`config.mk`:
```
export PLATFORM = sky130hd
export DESIGN_NAME = psw_flag_unit
export DESIGN_NICKNAME = d
export VERILOG_FILES = /design/src/rtl/psw_pkg.sv /design/src/rtl/psw_addsub.sv /design/src/rtl/psw_result_flags.sv /design/src/rtl/psw_reg.sv /design/src/rtl/psw_flag_unit.sv
export SDC_FILE = /design/constraint.sdc
export NUM_CORES = 1
export LEC_CHECK = 0
export ABC_AREA = 0
export BUFFER_PORTS_ARGS = -buffer_cell sky130_fd_sc_hd__buf_2
export CAP_MARGIN = 20
export CORE_ASPECT_RATIO = 0.9
export CORE_MARGIN = 4
export CORE_UTILIZATION = 35
export CTS_CLUSTER_SIZE = 16
export DETAILED_ROUTE_END_ITERATION = 16
export PLACE_DENSITY = 0.66
export SYNTH_ARGS = -nofsm -noshare
export SYNTH_HDL_FRONTEND = slang
export SYNTH_HIERARCHICAL = 1
export SYNTH_SLANG_ARGS = --single-unit
```
`constraint.sdc`:
```
create_clock -name clk -period 3.65 [get_ports clk]
set_input_delay 0.365 -clock clk [delete_from_list [all_inputs] [get_ports clk]]
set_output_delay 0.365 -clock clk [all_outputs]
set_load 0.03 [all_outputs]
```
`src/rtl/psw_pkg.sv`:
```
package psw_pkg;
  localparam int PSW_W  = 16;
  localparam int POS_CF = 0;
  localparam int POS_PF = 2;
  localparam int POS_AF = 4;
  localparam int POS_ZF = 6;
  localparam int POS_SF = 7;
  localparam int POS_TF = 8;
  localparam int POS_IF = 9;
  localparam int POS_DF = 10;
  localparam int POS_OF = 11;

  localparam logic [PSW_W-1:0] ARITH_MASK = (PSW_W'(1) << POS_CF) | (PSW_W'(1) << POS_PF) |
                                            (PSW_W'(1) << POS_AF) | (PSW_W'(1) << POS_ZF) |
                                            (PSW_W'(1) << POS_SF) | (PSW_W'(1) << POS_OF);
  localparam logic [PSW_W-1:0] CTL_MASK   = (PSW_W'(1) << POS_TF) | (PSW_W'(1) << POS_IF) |
                                            (PSW_W'(1) << POS_DF);
  localparam logic [PSW_W-1:0] USED_MASK  = ARITH_MASK | CTL_MASK;

  typedef struct packed {
    logic of;
    logic sf;
    logic zf;
    logic af;
    logic pf;
    logic cf;
  } arith_flags_t;
endpackage

```
`src/rtl/psw_addsub.sv`:
```
module psw_addsub #(
  parameter int DATA_W = 16,
  parameter int NIB_W  = 4
) (
  input  logic [DATA_W-1:0] a,
  input  logic [DATA_W-1:0] b,
  input  logic              sub,
  input  logic              cin_req,
  output logic [DATA_W-1:0] sum,
  output logic              carry_flag,
  output logic              aux_flag,
  output logic              ovf_flag
);
  localparam int MSB = DATA_W - 1;

  logic [DATA_W-1:0] b_eff;
  logic              c_raw;
  logic              c_top;
  logic [NIB_W:0]    nib_sum;

  always_comb begin
    b_eff          = sub ? ~b : b;
    c_raw          = sub ? ~cin_req : cin_req;
    {c_top, sum}   = {1'b0, a} + {1'b0, b_eff} + {{DATA_W{1'b0}}, c_raw};
    nib_sum        = {1'b0, a[NIB_W-1:0]} + {1'b0, b_eff[NIB_W-1:0]} + {{NIB_W{1'b0}}, c_raw};
    carry_flag     = c_top ^ sub;
    aux_flag       = nib_sum[NIB_W] ^ sub;
    ovf_flag       = (a[MSB] == b_eff[MSB]) && (sum[MSB] != a[MSB]);
  end
endmodule

```
`src/rtl/psw_result_flags.sv`:
```
module psw_result_flags #(
  parameter int DATA_W = 16,
  parameter int PAR_W  = 8
) (
  input  logic [DATA_W-1:0] res,
  output logic              sign_flag,
  output logic              zero_flag,
  output logic              parity_flag
);
  logic [PAR_W:0] par_chain;

  assign par_chain[0] = 1'b1;
  for (genvar g = 0; g < PAR_W; g++) begin : g_par
    assign par_chain[g+1] = par_chain[g] ^ res[g];
  end

  always_comb begin
    sign_flag   = res[DATA_W-1];
    zero_flag   = (res == '0);
    parity_flag = par_chain[PAR_W];
  end
endmodule

```
`src/rtl/psw_reg.sv`:
```
module psw_reg
  import psw_pkg::*;
(
  input  logic             clk,
  input  logic             rst_n,
  input  logic             arith_we,
  input  arith_flags_t     arith_in,
  input  logic             ctl_we,
  input  logic [PSW_W-1:0] ctl_din,
  output logic [PSW_W-1:0] psw_q
);
  logic [PSW_W-1:0] psw_d;
  logic             reg_en;

  always_comb begin
    psw_d = psw_q;
    if (arith_we) begin
      psw_d[POS_CF] = arith_in.cf;
      psw_d[POS_PF] = arith_in.pf;
      psw_d[POS_AF] = arith_in.af;
      psw_d[POS_ZF] = arith_in.zf;
      psw_d[POS_SF] = arith_in.sf;
      psw_d[POS_OF] = arith_in.of;
    end
    if (ctl_we) begin
      psw_d = (psw_d & ~CTL_MASK) | (ctl_din & CTL_MASK);
    end
    psw_d  = psw_d & USED_MASK;
    reg_en = arith_we | ctl_we;
  end

  always_ff @(posedge clk or negedge rst_n) begin
    if (!rst_n) begin
      psw_q <= '0;
    end else if (reg_en) begin
      psw_q <= psw_d;
    end
  end
endmodule

```
`src/rtl/psw_flag_unit.sv`:
```
module psw_flag_unit
  import psw_pkg::*;
#(
  parameter int DATA_W      = 16,
  parameter int SYNC_STAGES = 2
) (
  input  logic              clk,
  input  logic              rst_n,
  input  logic              op_valid,
  input  logic              flag_we,
  input  logic              op_sub,
  input  logic              op_cin_en,
  input  logic [DATA_W-1:0] a,
  input  logic [DATA_W-1:0] b,
  output logic [DATA_W-1:0] result,
  input  logic              ctl_we,
  input  logic [PSW_W-1:0]  ctl_din,
  output logic [PSW_W-1:0]  psw,
  output logic              int_enable
);
  localparam int NIB_W = 4;
  localparam int PAR_W = 8;

  logic [SYNC_STAGES-1:0] rst_pipe;
  logic                   rst_s;
  logic                   cin_req;
  logic                   cf_w, af_w, of_w, sf_w, zf_w, pf_w;
  logic                   arith_we;
  arith_flags_t           flags_w;

  always_ff @(posedge clk or negedge rst_n) begin
    if (!rst_n) begin
      rst_pipe <= '0;
    end else begin
      rst_pipe <= {rst_pipe[SYNC_STAGES-2:0], 1'b1};
    end
  end
  assign rst_s = rst_pipe[SYNC_STAGES-1];

  assign cin_req = op_cin_en & psw[POS_CF];

  psw_addsub #(.DATA_W(DATA_W), .NIB_W(NIB_W)) u_addsub (
    .a          (a),
    .b          (b),
    .sub        (op_sub),
    .cin_req    (cin_req),
    .sum        (result),
    .carry_flag (cf_w),
    .aux_flag   (af_w),
    .ovf_flag   (of_w)
  );

  psw_result_flags #(.DATA_W(DATA_W), .PAR_W(PAR_W)) u_resflags (
    .res         (result),
    .sign_flag   (sf_w),
    .zero_flag   (zf_w),
    .parity_flag (pf_w)
  );

  always_comb begin
    flags_w.cf = cf_w;
    flags_w.pf = pf_w;
    flags_w.af = af_w;
    flags_w.zf = zf_w;
    flags_w.sf = sf_w;
    flags_w.of = of_w;
    arith_we   = flag_we & op_valid;
  end

  psw_reg u_reg (
    .clk      (clk),
    .rst_n    (rst_s),
    .arith_we (arith_we),
    .arith_in (flags_w),
    .ctl_we   (ctl_we),
    .ctl_din  (ctl_din),
    .psw_q    (psw)
  );

  assign int_enable = psw[POS_IF];
endmodule

```
* Word-level counts from Yosys, hierarchy flattened
Cells that the tools add are included.
Word-level totals: ROM bits 0, RAM bits 0, bits in latches 0, word-level logic and storage cells 36, flip-flop bits (word level) 11, memories kept 0
Cells by class: shift-type cells 0, bitwise gates (word level) 16, $lt $le $gt $ge 0, add/sub/neg operators 4, equal/unequal tests 2, reductions and logical operators 3, multipliers 0, muxes and demuxes 8, divide/modulo/power cells 0
Operators by type and width (number):
- $add A16 B16 Y17 | 1
- $add A17 B1 Y17 | 1
- $logic_not A16 Y1 | 1
- $mux W16 | 1
- $not A16 Y16 | 1
- $mux W12 | 1
- $or A12 B11 Y12 | 1
- $xor A1 B1 Y1 | 9
- $add A4 B4 Y5 | 1
- $add A5 B1 Y5 | 1
- $mux W1 | 5
- $and A1 B1 Y1 | 2
- $mux W2 | 1
- $not A1 Y1 | 2
- $reduce_and A2 Y1 | 1
- $eq A1 B1 Y1 | 1
- $logic_and A1 B1 Y1 | 1
- $ne A1 B1 Y1 | 1
- $or A1 B1 Y1 | 1

* Logic depth before layout (Yosys ltp)
Gate-level depths: netlist of the first run.
depth in word-level cells 15, gate-level depth with buffers 15, mapped depth without buffers 14

* Cells and area by module
The synthesis of the first run kept the hierarchy.
Modules (own cells, without submodules):
- psw_addsub | cells each 128, sequential area each 0.0 um^2, area each 991.0 um^2, instances 1
- psw_reg | cells each 27, sequential area each 225.2 um^2, area each 416.6 um^2, instances 1
- psw_result_flags | cells each 13, sequential area each 0.0 um^2, area each 125.1 um^2, instances 1
- psw_flag_unit | cells each 6, sequential area each 50.0 um^2, area each 73.8 um^2, instances 1

* Worst setup path before layout of the first run
Ideal clock, no wire load.
path type in2reg, start point input op_sub, end point register u_reg.psw_q[6], arrival 3.721 ns, path slack -0.196 ns, stages on the path 14, path through buf_2 > buf_2 > xor2_1 > fa_1 > inv_1 > fa_1 > nor2b_1 > o211ai_1 > a21oi_1 > o41ai_4 > o311ai_1 > nor4_1 > and4_1 > mux2_4
On the way: word-level cells in the longest chain between the ends 7, elaborated cells on any way between the ends 8
Ends and longest elaborated chain:
- from (decl) | RTL line psw_flag_unit.sv:11 | input logic op_sub,
- $mux W16 | RTL line psw_addsub.sv:22 | b_eff = sub ? ~b : b;
- $add A16 B16 Y17 | RTL line psw_addsub.sv:24 | {c_top, sum} = {1'b0, a} + {1'b0, b_eff} + {{DATA_W{1'b0}}, c_raw};
- $add A17 B1 Y17 (*) | RTL line psw_addsub.sv:24
- via result[14] | RTL line psw_flag_unit.sv:15 | output logic [DATA_W-1:0] result,
- $logic_not A16 Y1 (*) | RTL line psw_result_flags.sv:19 | zero_flag = (res == '0);
- via zf_w | RTL line psw_flag_unit.sv:27 | logic cf_w, af_w, of_w, sf_w, zf_w, pf_w;
- $mux W2 (*) | RTL line psw_reg.sv:17 | if (arith_we) begin
- $or A12 B11 Y12 | RTL line psw_reg.sv:26 | psw_d = (psw_d & ~CTL_MASK) | (ctl_din & CTL_MASK);
- $mux W12 (*) | RTL line psw_reg.sv:25 | if (ctl_we) begin
- to (signal assigned) | RTL line psw_reg.sv:36 | psw_q <= psw_d;
- to (decl) | RTL line psw_reg.sv:10 | output logic [PSW_W-1:0] psw_q
The timed path passes the listed nets; every way through them passes the cells marked *. A chain may end at the register's enable or synchronous reset.

* Worst setup path in the final report of the first run
start point register u_reg.psw_q[0], end point output result[14]
On the way: word-level cells in the longest chain between the ends 4
Ends and longest elaborated chain:
- $and A1 B1 Y1 (*) | RTL line psw_flag_unit.sv:40 | assign cin_req = op_cin_en & psw[POS_CF];
- via cin_req | RTL line psw_flag_unit.sv:26 | logic cin_req;
- $not A1 Y1 | RTL line psw_addsub.sv:23 | c_raw = sub ? ~cin_req : cin_req;
- $mux W1 (*) | RTL line psw_addsub.sv:23
- $add A17 B1 Y17 (*) | RTL line psw_addsub.sv:24
- to (decl) | RTL line psw_flag_unit.sv:15
Marked as above.

==> results of run 1 <==
==> cells in the mapped netlist (2+ instances only) <==
cell       n
nor2b_1    2
xor2_1    24
xnor2_1   10
clkbuf_1   2
nand2_1    9
buf_4      9
nor2_1     6
fa_1       2
a21o_1     3
o211ai_1   2
xnor3_1    2
o21ai_1    2
nand2b_1   3
dfrtp_1   11
conb_1     2
a31oi_1    5
nand3_1    7
ha_1      17
and2_1     2
mux2_4     6
o21ai_0    7
inv_1      7
nor4_1     2
mux2_2     3
a21oi_1   10
and3_1     2
buf_2      2
==> logic make-up after synthesis <==
| logic type | after synthesis | synth area share |
|---|---|---|
| AOI/OAI and AO/OA | 38 | 0.173 |
| and+or+nand+nor | 38 | 0.127 |
| xor gates and xnor gates | 36 | 0.213 |
| buffers and inverters | 21 | 0.0763 |
| adders and majority gates | 19 | 0.157 |
| DFF | 11 | 0.171 |
| muxes | 9 | 0.0771 |
| other | 2 | 0.00467 |
==> flip-flops by register name, indices dropped and copies added (netlist names) <==
register     flops
u_reg/psw_q      9
rst_pipe         2
==> layer usage <==
layer	up-vias	GRT usage	wire (microns)
li1	732	-	-
met1	642	0.188	1740
met2	49	0.214	1700
met3	0	0.0199	239
met4	0	0.00573	0
met5	-	0	0
==> through the flow <==
| step | instances | setup slack (ns) | hold WS (ns) |
|---|---|---|---|
| floorplan | 180 | 0.00639 | 0.0694 |
| global placement | 296 | 0.343 | 0.147 |
| finish | 303 | 0.255 | 0.139 |
| global route | 303 | 0.00187 | 0.182 |
| detailed placement | 296 | 0.321 | 0.149 |
| CTS | 301 | 0.180 | 0.154 |
==> layout by cell type (no fill, tap or decap), types with 3 or more instances in the layout <==
| cell type | Yosys | routed |
|---|---|---|
| mux2_2 | 3 | 3 |
| a21o_1 | 3 | 3 |
| a21oi_1 | 10 | 9 |
| a31oi_1 | 5 | 5 |
| nand3_1 | 7 | 7 |
| nand2b_1 | 3 | 3 |
| nor2_1 | 6 | 6 |
| buf_2 | 2 | 67 |
| dfrtp_1 | 11 | 11 |
| clkbuf_8 | 0 | 3 |
| mux2_4 | 6 | 6 |
| conb_1 | 2 | 8 |
| xor2_1 | 24 | 24 |
| ha_1 | 17 | 17 |
| buf_4 | 9 | 3 |
| nand2_1 | 9 | 9 |
| inv_1 | 7 | 7 |
| xnor2_1 | 10 | 9 |
| o21ai_0 | 7 | 7 |
==> worst paths after layout <==
path	from	to	slack [ns]	cells after the start
setup / recovery	u_reg/psw_q[0]	result[14]	0.25	12
hold / removal	rst_pipe[1]	u_reg/psw_q[8]	0.14	0
max in group asynchronous	rst_n	rst_pipe[1]	3.10	2
min in group clk	rst_pipe[0]	rst_pipe[1]	0.35	0
setup reg to reg	u_reg/psw_q[0]	u_reg/psw_q[6]	0.40	14
hold reg to reg	rst_pipe[1]	u_reg/psw_q[8]	0.14	0
==> repair_timing <==
action,4_1_cts,5_1_grt
setup endpoints to repair,0,1
hold buffers,1,0
endpoints found under the hold margin,2,0
buffers inserted,0,2
resized for setup,0,1
==> worst register-to-register path: cells and delay by family (launching register included) <==
kind            cells  cell delay (ns)
compound gates      3             0.81
fa+ha+maj           2             0.59
simple gates        4             0.53
flops               1             0.39
xor+xnor            2             0.28
buf+inv             2             0.27
mux                 1             0.25
==> final cells by class <==
class / instances / area, sq um
inverters: 7 / 26.3
clock buffers: 4 / 45.0
well taps: 62 / 77.6
repair buffers: 71 / 368
multi-input cells: 148 / 1250
flip-flops and latches: 11 / 275
fillers: 467 / 2390
==> power by group <==
group,switching (W),internal (W),total (W)
clock network,0.0000404,0.0000762,0.000117
registers,0.0000144,0.000148,0.000162
logic,0.000445,0.000309,0.000754
total,0.000499,0.000533,0.00103
==> flow_summary.toml, run 1 <==
[place]
io_buffers = 67
place_area_sq_mm = 0.00197
place.gp.congestion = 0.842
dp_hpwl_microns = 3140

[cts]
cts_tree = "built"
cts_root_buf = "clkbuf_8"
numCtsBuffers = 3
clock_path_buffers = 2
htreeDepth = 1
clk_pin_slew_ns = 0.05
clkSinkCount = 11
clk_latency_ns = 0.23

[floorplanning]
rows = 23
core_area_sq_mm = 0.00443
pin_count = 88
start_util = 0.363
dieHeight_microns = 72.3
die_x_microns = 79.4
dieArea_sq_mm = 0.00574

[global_route]
grt_pass1_vias = 1344
grt_max_degree = 15
antenna_found_initial = 0
grt_pass1_wl_microns = 6150
track_usage = 0.129
grt.overflow.total = 0

[synthesis]
ys.flop_type = "dfrtp_1"
synthArstFlopShare = 1.00
ys_seq_area_frac = 0.171
synth_area_leader_cell = "dfrtp_1"
syn_avg_cell_area_sq_um = 9.23
ys_ff_latch = 11
ys_warn_count = 6
synth_enable_flop_cells = 0
netlist_area_sq_mm = 0.00161
netlist_instances = 174
synth_top_cells_by_area = "dfrtp_1 17%, ha_1 13%, xor2_1 13%, mux2_4 5.6%, xnor2_1 5.5%"
synth_top_area_share = 0.171
ys_types = 42

[layout]
final_nets = 316
diodes = 0
final_area_sq_mm = 0.00204
area_delta_synth_final_pct = 27.1
post-route-util = 0.461
drive_gt1_frac = 0.373

[sta]
setup-violations-final = 0
max_freq_mhz = 295
hold_violations = 0
drv_slew = 0
rsz0062_at_grt = "no"
setup-tns-final_ns = 0
final.period_utilization = 0.930
fin_crit_ns = 3.40
fin_skew_ns = 0.00286

[critical_path]
cp_data_required_time_ns = 3.28
crit_buf_inv = 3
worst_path_most_repeated_cell = "fa_1"
critical_path_class = "reg -> out"
end_kind = "output port"
critPathMaxStageDelay_ns = 0.39
path_cells = "and2_1 -> xor2_1 -> fa_1 -> inv_1 -> fa_1 -> nor2b_1 -> o211ai_1 -> a21oi_2 -> o41ai_4 -> buf_4 -> o311ai_2 -> buf_2"
slowest_stage = "dfrtp_1"
crit_arrival_ns = 3.03
path_delay_family = "compound AO/OA/AOI/OAI gates"
cp_max_fo = 3
cp-start-kind = "register"

[outcome]
status = "finished, final reports clean"

[flow_run]
drv_cap = 0

[pwr]
power.total_w = 0.00103
ir_drop_mv = 0.218
leakage_nw = 1.06
cellPowerDensity_mw_per_mm2 = 506

[route]
antenna_left = 0
drt_iter0_drc = 40
drt_wl_total_microns = 3680
routedWlPerCell_microns = 12.1
drc = 0
dr.pass1.iters = 4
via_per_inst = 4.70
vias = 1423

[worst_hold_path]
hold_path_class = "reg -> async"
Note: power is estimated with default switching activity, not from simulation.
==> run 2: changes to the inputs <==
Settings changed: CORE_UTILIZATION 35 to 40, GPL_TIMING_DRIVEN from default to 0, PLACE_DENSITY 0.66 to 0.74, SYNTH_HIERARCHICAL 1 to default.
==> flow_summary.toml, run 2 <==
[global_route]
grt_max_degree = 11
track_usage = 0.147
grt_pass1_vias = 1396
antenna_found_initial = 0
grt.overflow.total = 0
grt_pass1_wl_microns = 5840

[floorplanning]
core_area_sq_mm = 0.00376
pin_count = 88
dieHeight_microns = 67.5
die_x_microns = 74.1
start_util = 0.419
dieArea_sq_mm = 0.00500
rows = 21

[critical_path]
critical_path_class = "in -> reg"
slowest_stage = "or4b_4"
cp_max_fo = 10
crit_arrival_ns = 3.65
path_cells = "buf_2 -> buf_6 -> buf_8 -> xnor2_1 -> fa_1 -> inv_1 -> fa_2 -> nor2b_4 -> o2111ai_2 -> nand3b_1 -> xor2_2 -> or4b_4 -> nor4_2 -> or4b_4 -> o31ai_2"
end_kind = "register"
critPathMaxStageDelay_ns = 0.55
cp_data_required_time_ns = 3.79
worst_path_most_repeated_cell = "or4b_4"
cp-start-kind = "primary input"

[route]
vias = 1538
drc = 0
antenna_left = 0
dr.pass1.iters = 4
drt_wl_total_microns = 3650
via_per_inst = 4.99
routedWlPerCell_microns = 11.9
drt_iter0_drc = 24

[sta]
max_freq_mhz = 285
setup-tns-final_ns = 0
final.period_utilization = 0.961
rsz0062_at_grt = "yes"
holdWs_ns = 0.133
timing.final.ws_setup_ns = 0.143
drv_slew = 0
hold_violations = 0
fin_crit_ns = 3.51
fin_skew_ns = 0.00135
setup-violations-final = 0

[synthesis]
netlist_area_sq_mm = 0.00157
syn_avg_cell_area_sq_um = 8.55
synth_most_common_cell = "xor2_1"
ys.flop_type = "dfrtp_1"
synth_enable_flop_cells = 0
synth_area_leader_cell = "dfrtp_1"
synthArstFlopShare = 1.00
ys_warn_count = 0
ys_types = 48
synth_top_cells_by_area = "dfrtp_1 17%, xor2_1 14%, ha_1 13%, xnor2_1 5.6%, buf_4 4.3%"
netlist_instances = 184
synth_top_area_share = 0.175
synth_commonest_cells = "26 x xor2_1, 16 x ha_1, 12 x nand2_1"
ys_seq_area_frac = 0.175
ys_ff_latch = 11

[place]
dp_hpwl_microns = 3140
place.gp.congestion = 0.892
place_area_sq_mm = 0.00201
dp_slack_ns = -0.366
io_buffers = 67

[cts]
postCtsSetupRepairBufs = 0
numCtsBuffers = 3
clk_latency_ns = 0.23
cts_root_buf = "clkbuf_8"
clock_path_buffers = 2
htreeDepth = 1
clk_pin_slew_ns = 0.05
clkSinkCount = 11
cts_tree = "built"

[layout]
diodes = 0
final_cell_mix = "66 x buf_2, 25 x xor2_1, 16 x ha_1"
final_nets = 336
multiInputGateArea_sq_mm = 0.00124
final_area_sq_mm = 0.00210
top_register = "u_reg.psw_q"
area_delta_synth_final_pct = 33.6
reg_top3 = "u_reg.psw_q: 9 flops, rst_pipe: 2 flops"
nFillCells = 359
regArea_sq_um = 275
drive_gt1_frac = 0.374
final_common_cell = "buf_2"
largest_reg_flops = 9

[pwr]
cellPowerDensity_mw_per_mm2 = 469
leakage_nw = 1.06
ir_drop_mv = 0.159

[worst_hold_path]
hold_path_class = "reg -> async"

[flow_run]
drv_cap = 0

[outcome]
status = "finished, final reports clean"
==> run 2: changes by cell type in the layout (fill, tap and decap cells not counted), sizes merged, moves of 3 or more <==
cell | before | now
nor3 | 2 | 7
o21bai | 1 | 4
mux2 | 9 | 4
nand2 | 9 | 12
buf | 70 | 78
a211oi | 2 | 5
a31oi | 5 | 1
==> run 2: timing repair <==
action / 4_1_cts / 5_1_grt
gates resized for setup: 3 / 8
setup endpoints to repair: 3 / 3
hold buffers: 1 / 0
endpoints found under the hold margin: 2 / 0
pin swaps: 0 / 1
==> run 2: metal layers <==
metal | routed length, microns | up-vias | GRT usage | share of wire
li1 | - | 799 | - | -
met3 | 226 | 6 | 0.0119 | 0.062
met1 | 1680 | 686 | 0.191 | 0.46
met5 | 0 | - | 0 | 0
met2 | 1700 | 47 | 0.250 | 0.47
met4 | 48 | 0 | 0.0588 | 0.013
==> run 2: cell type report <==
| class | count | share of cell area |
|---|---|---|
| plain buffers | 13 | 0.0506 |
| clock buffers | 4 | 0.0214 |
| inverters | 8 | 0.0143 |
| flip-flops and latches | 11 | 0.131 |
| multi-input cells | 158 | 0.590 |
| repair buffers | 68 | 0.165 |
| well taps | 46 | 0.0274 |
==> run 2: worst max-delay path: cells and delay by family <==
family,cells,cell delay [ns]
simple gates,5,1.43
fa+ha+maj,2,0.63
buf+inv,4,0.53
compound gates,2,0.36
xor+xnor,2,0.32
==> run 2: power breakdown <==
| part | switching (W) | leakage, nW | internal [W] |
|---|---|---|---|
| clock network | 0.0000395 | 0.0228 | 0.0000761 |
| registers | 0.0000134 | 0.134 | 0.000145 |
| logic | 0.000438 | 0.899 | 0.000275 |
==> run 2: final timing paths <==
kind	from	to	slack [ns]	cells after the start
min in group clk	rst_pipe[0]	rst_pipe[1]	0.36	0
worst max-delay path	op_sub	u_reg.psw_q[6]	0.14	15
worst min register to register	rst_pipe[1]	u_reg.psw_q[11]	0.13	0
max in group asynchronous	rst_n	rst_pipe[1]	3.10	2
worst max register to register	u_reg.psw_q[0]	u_reg.psw_q[6]	0.27	13
worst min-delay path	rst_pipe[1]	u_reg.psw_q[11]	0.13	0
==> run 2: kinds of logic after synthesis <==
| kind of cell | count (synthesis) | share of synthesized area |
|---|---|---|
| AO/OA/AOI/OAI | 41 | 0.181 |
| XOR/XNOR | 36 | 0.200 |
| adder cells (fa/ha/maj) | 18 | 0.153 |
| buffers and inverters | 21 | 0.0747 |
| flip-flops | 11 | 0.175 |
| multiplexers | 4 | 0.0286 |
| other | 2 | 0.00477 |
| AND/OR/NAND/NOR | 51 | 0.183 |
==> run 2: per-stage QoR <==
stage / util / instances / total power [W]
after floorplan: - / 190 / 0.000699
after global placement: 0.534 / 303 / 0.000852
after detailed placement: 0.534 / 303 / 0.000861
after CTS: 0.551 / 308 / 0.000985
after global routing: 0.560 / 308 / 0.00107
final: 0.560 / 308 / 0.000987
==> run 3: changes to the inputs <==
Settings changed: CORE_MARGIN 4 to 5.
==> flow_summary.toml, run 3 (same netlist as run 2, synthesis figures left out) <==
[cts]
htreeDepth = 1
clkSinkCount = 11
cts_tree = "built"
clk_pin_slew_ns = 0.05
cts_root_buf = "clkbuf_8"
numCtsBuffers = 3
clk_latency_ns = 0.24
clock_path_buffers = 2

[layout]
nFillCells = 359
final_common_cell = "buf_2"
final_nets = 338
top_register = "u_reg.psw_q"
multiInputGateArea_sq_mm = 0.00126
reg_top3 = "u_reg.psw_q: 9 flops, rst_pipe: 2 flops"
drive_gt1_frac = 0.386
diodes = 0
largest_reg_flops = 9
regArea_sq_um = 275
area_delta_synth_final_pct = 36.1
final_cell_mix = "67 x buf_2, 25 x xor2_1, 16 x ha_1"
final_area_sq_mm = 0.00214

[place]
place_area_sq_mm = 0.00201
dp_hpwl_microns = 3130
dp_slack_ns = -0.331
io_buffers = 67
place.gp.congestion = 0.824

[floorplanning]
dieHeight_microns = 69.5
rows = 21
die_x_microns = 76.1
dieArea_sq_mm = 0.00529
core_area_sq_mm = 0.00376
start_util = 0.419
pin_count = 88

[route]
routedWlPerCell_microns = 12.1
dr.pass1.iters = 4
via_per_inst = 4.94
drt_iter0_drc = 40
vias = 1530
drc = 0
drt_wl_total_microns = 3740
antenna_left = 0

[pwr]
p_switching_w = 0.000501
pwr-share-seq = 0.157
ir_drop_mv = 0.147
power.total_w = 0.00100
internal-power_w = 0.000504
p_comb_frac = 0.724
cellPowerDensity_mw_per_mm2 = 469
swShare = 0.499
power_frac_clock = 0.119
leakage_nw = 1.07

[sta]
max_freq_mhz = 286
fin_skew_ns = 0.00504
maxSlewHeadroom = 0.590
tightest_slew_ns = 0.605
setup-tns-final_ns = 0
fin_crit_ns = 3.49
drv_slew = 0
final.period_utilization = 0.957
setup-violations-final = 0
hold_violations = 0
holdWs_ns = 0.144
timing.final.ws_setup_ns = 0.158

[critical_path]
setup.worst_path.end = "result[14]"
crit_arrival_ns = 3.13
r2r-start = "u_reg.psw_q[0]"
critical_path_class = "in -> out"
cp_data_required_time_ns = 3.28
cp-start-kind = "primary input"
cp_max_fo = 10
crit_path_start = "op_sub"
worstReg2RegEnd = "u_reg.psw_q[6]"
reg2reg_depth = 12
end_kind = "output port"
r2r_slack_ns = 0.24

[global_route]
grt_max_degree = 11
grt_pass1_vias = 1408
track_usage = 0.135
grt_pass1_wl_microns = 6110
grt.overflow.total = 0
antenna_found_initial = 0

[worst_hold_path]
hold_path_class = "reg -> async"

[outcome]
status = "finished, final reports clean"

[flow_run]
drv_cap = 0
run 3: worst min path at each step:
stage | end | start | cells after the start | slack, ns
after floorplan | rst_pipe[0] | rst_n | 0 | 0.07
after global placement | u_reg.psw_q[8] | rst_pipe[1] | 0 | 0.15
after detailed placement | rst_pipe[1] | rst_n | 1 | 0.15
after CTS | u_reg.psw_q[11] | rst_pipe[1] | 0 | 0.17
after global routing | u_reg.psw_q[9] | rst_pipe[1] | 0 | 0.20
final | u_reg.psw_q[2] | rst_pipe[1] | 0 | 0.14
run 3: what timing repair did:
| item | 4_1_cts | 5_1_grt |
|---|---|---|
| endpoints found under the hold margin | 2 | 0 |
| pin swaps | 0 | 4 |
| setup endpoints to repair | 2 | 3 |
| hold buffers | 1 | 0 |
| gates resized for setup | 1 | 13 |
| setup buffers | 0 | 2 |
run 3: layer usage:
layer	up-vias	track usage	part of all wire	routed length, microns
li1	806	-	-	-
met1	655	0.174	0.44	1650
met2	64	0.223	0.46	1740
met3	5	0.0286	0.080	298
met4	0	0.0466	0.014	53
met5	-	0	0	0
run 3: critical path: stages:
cell and delay (ns):
buf_2 0.12, buf_8 0.15, buf_8 0.16, xnor2_4 0.15, fa_2 0.41, inv_2 0.07
fa_2 0.24, nor2b_4 0.06, o31a_1 0.24, a211oi_1 0.24, o21bai_1 0.13, a21oi_1 0.22
o21bai_1 0.11, xor2_1 0.21, buf_2 0.25
run 3: power by group through the flow:
stage	Clock, W	Sequential, W	Combinational, W
final	0.000120	0.000158	0.000727
after global routing	0.000130	0.000161	0.000796
after CTS	0.000123	0.000158	0.000706
after detailed placement	0	0.000160	0.000702
after global placement	0	0.000160	0.000693
after floorplan	0	0.000202	0.000497
run 3: through the flow:
stage,instances,util
final,310,0.570
after global routing,310,0.570
after CTS,308,0.549
after detailed placement,303,0.534
after global placement,303,0.534
after floorplan,190,-
run 3: area by class of cell:
cell class                      instances  share of cell area
Sequential cell                        11               0.129
Tap cell                               46              0.0269
Inverter                                8              0.0140
Buffer                                 13              0.0514
Clock buffer                            4              0.0210
Timing Repair Buffer                   70               0.168
Multi-Input combinational cell        158               0.590
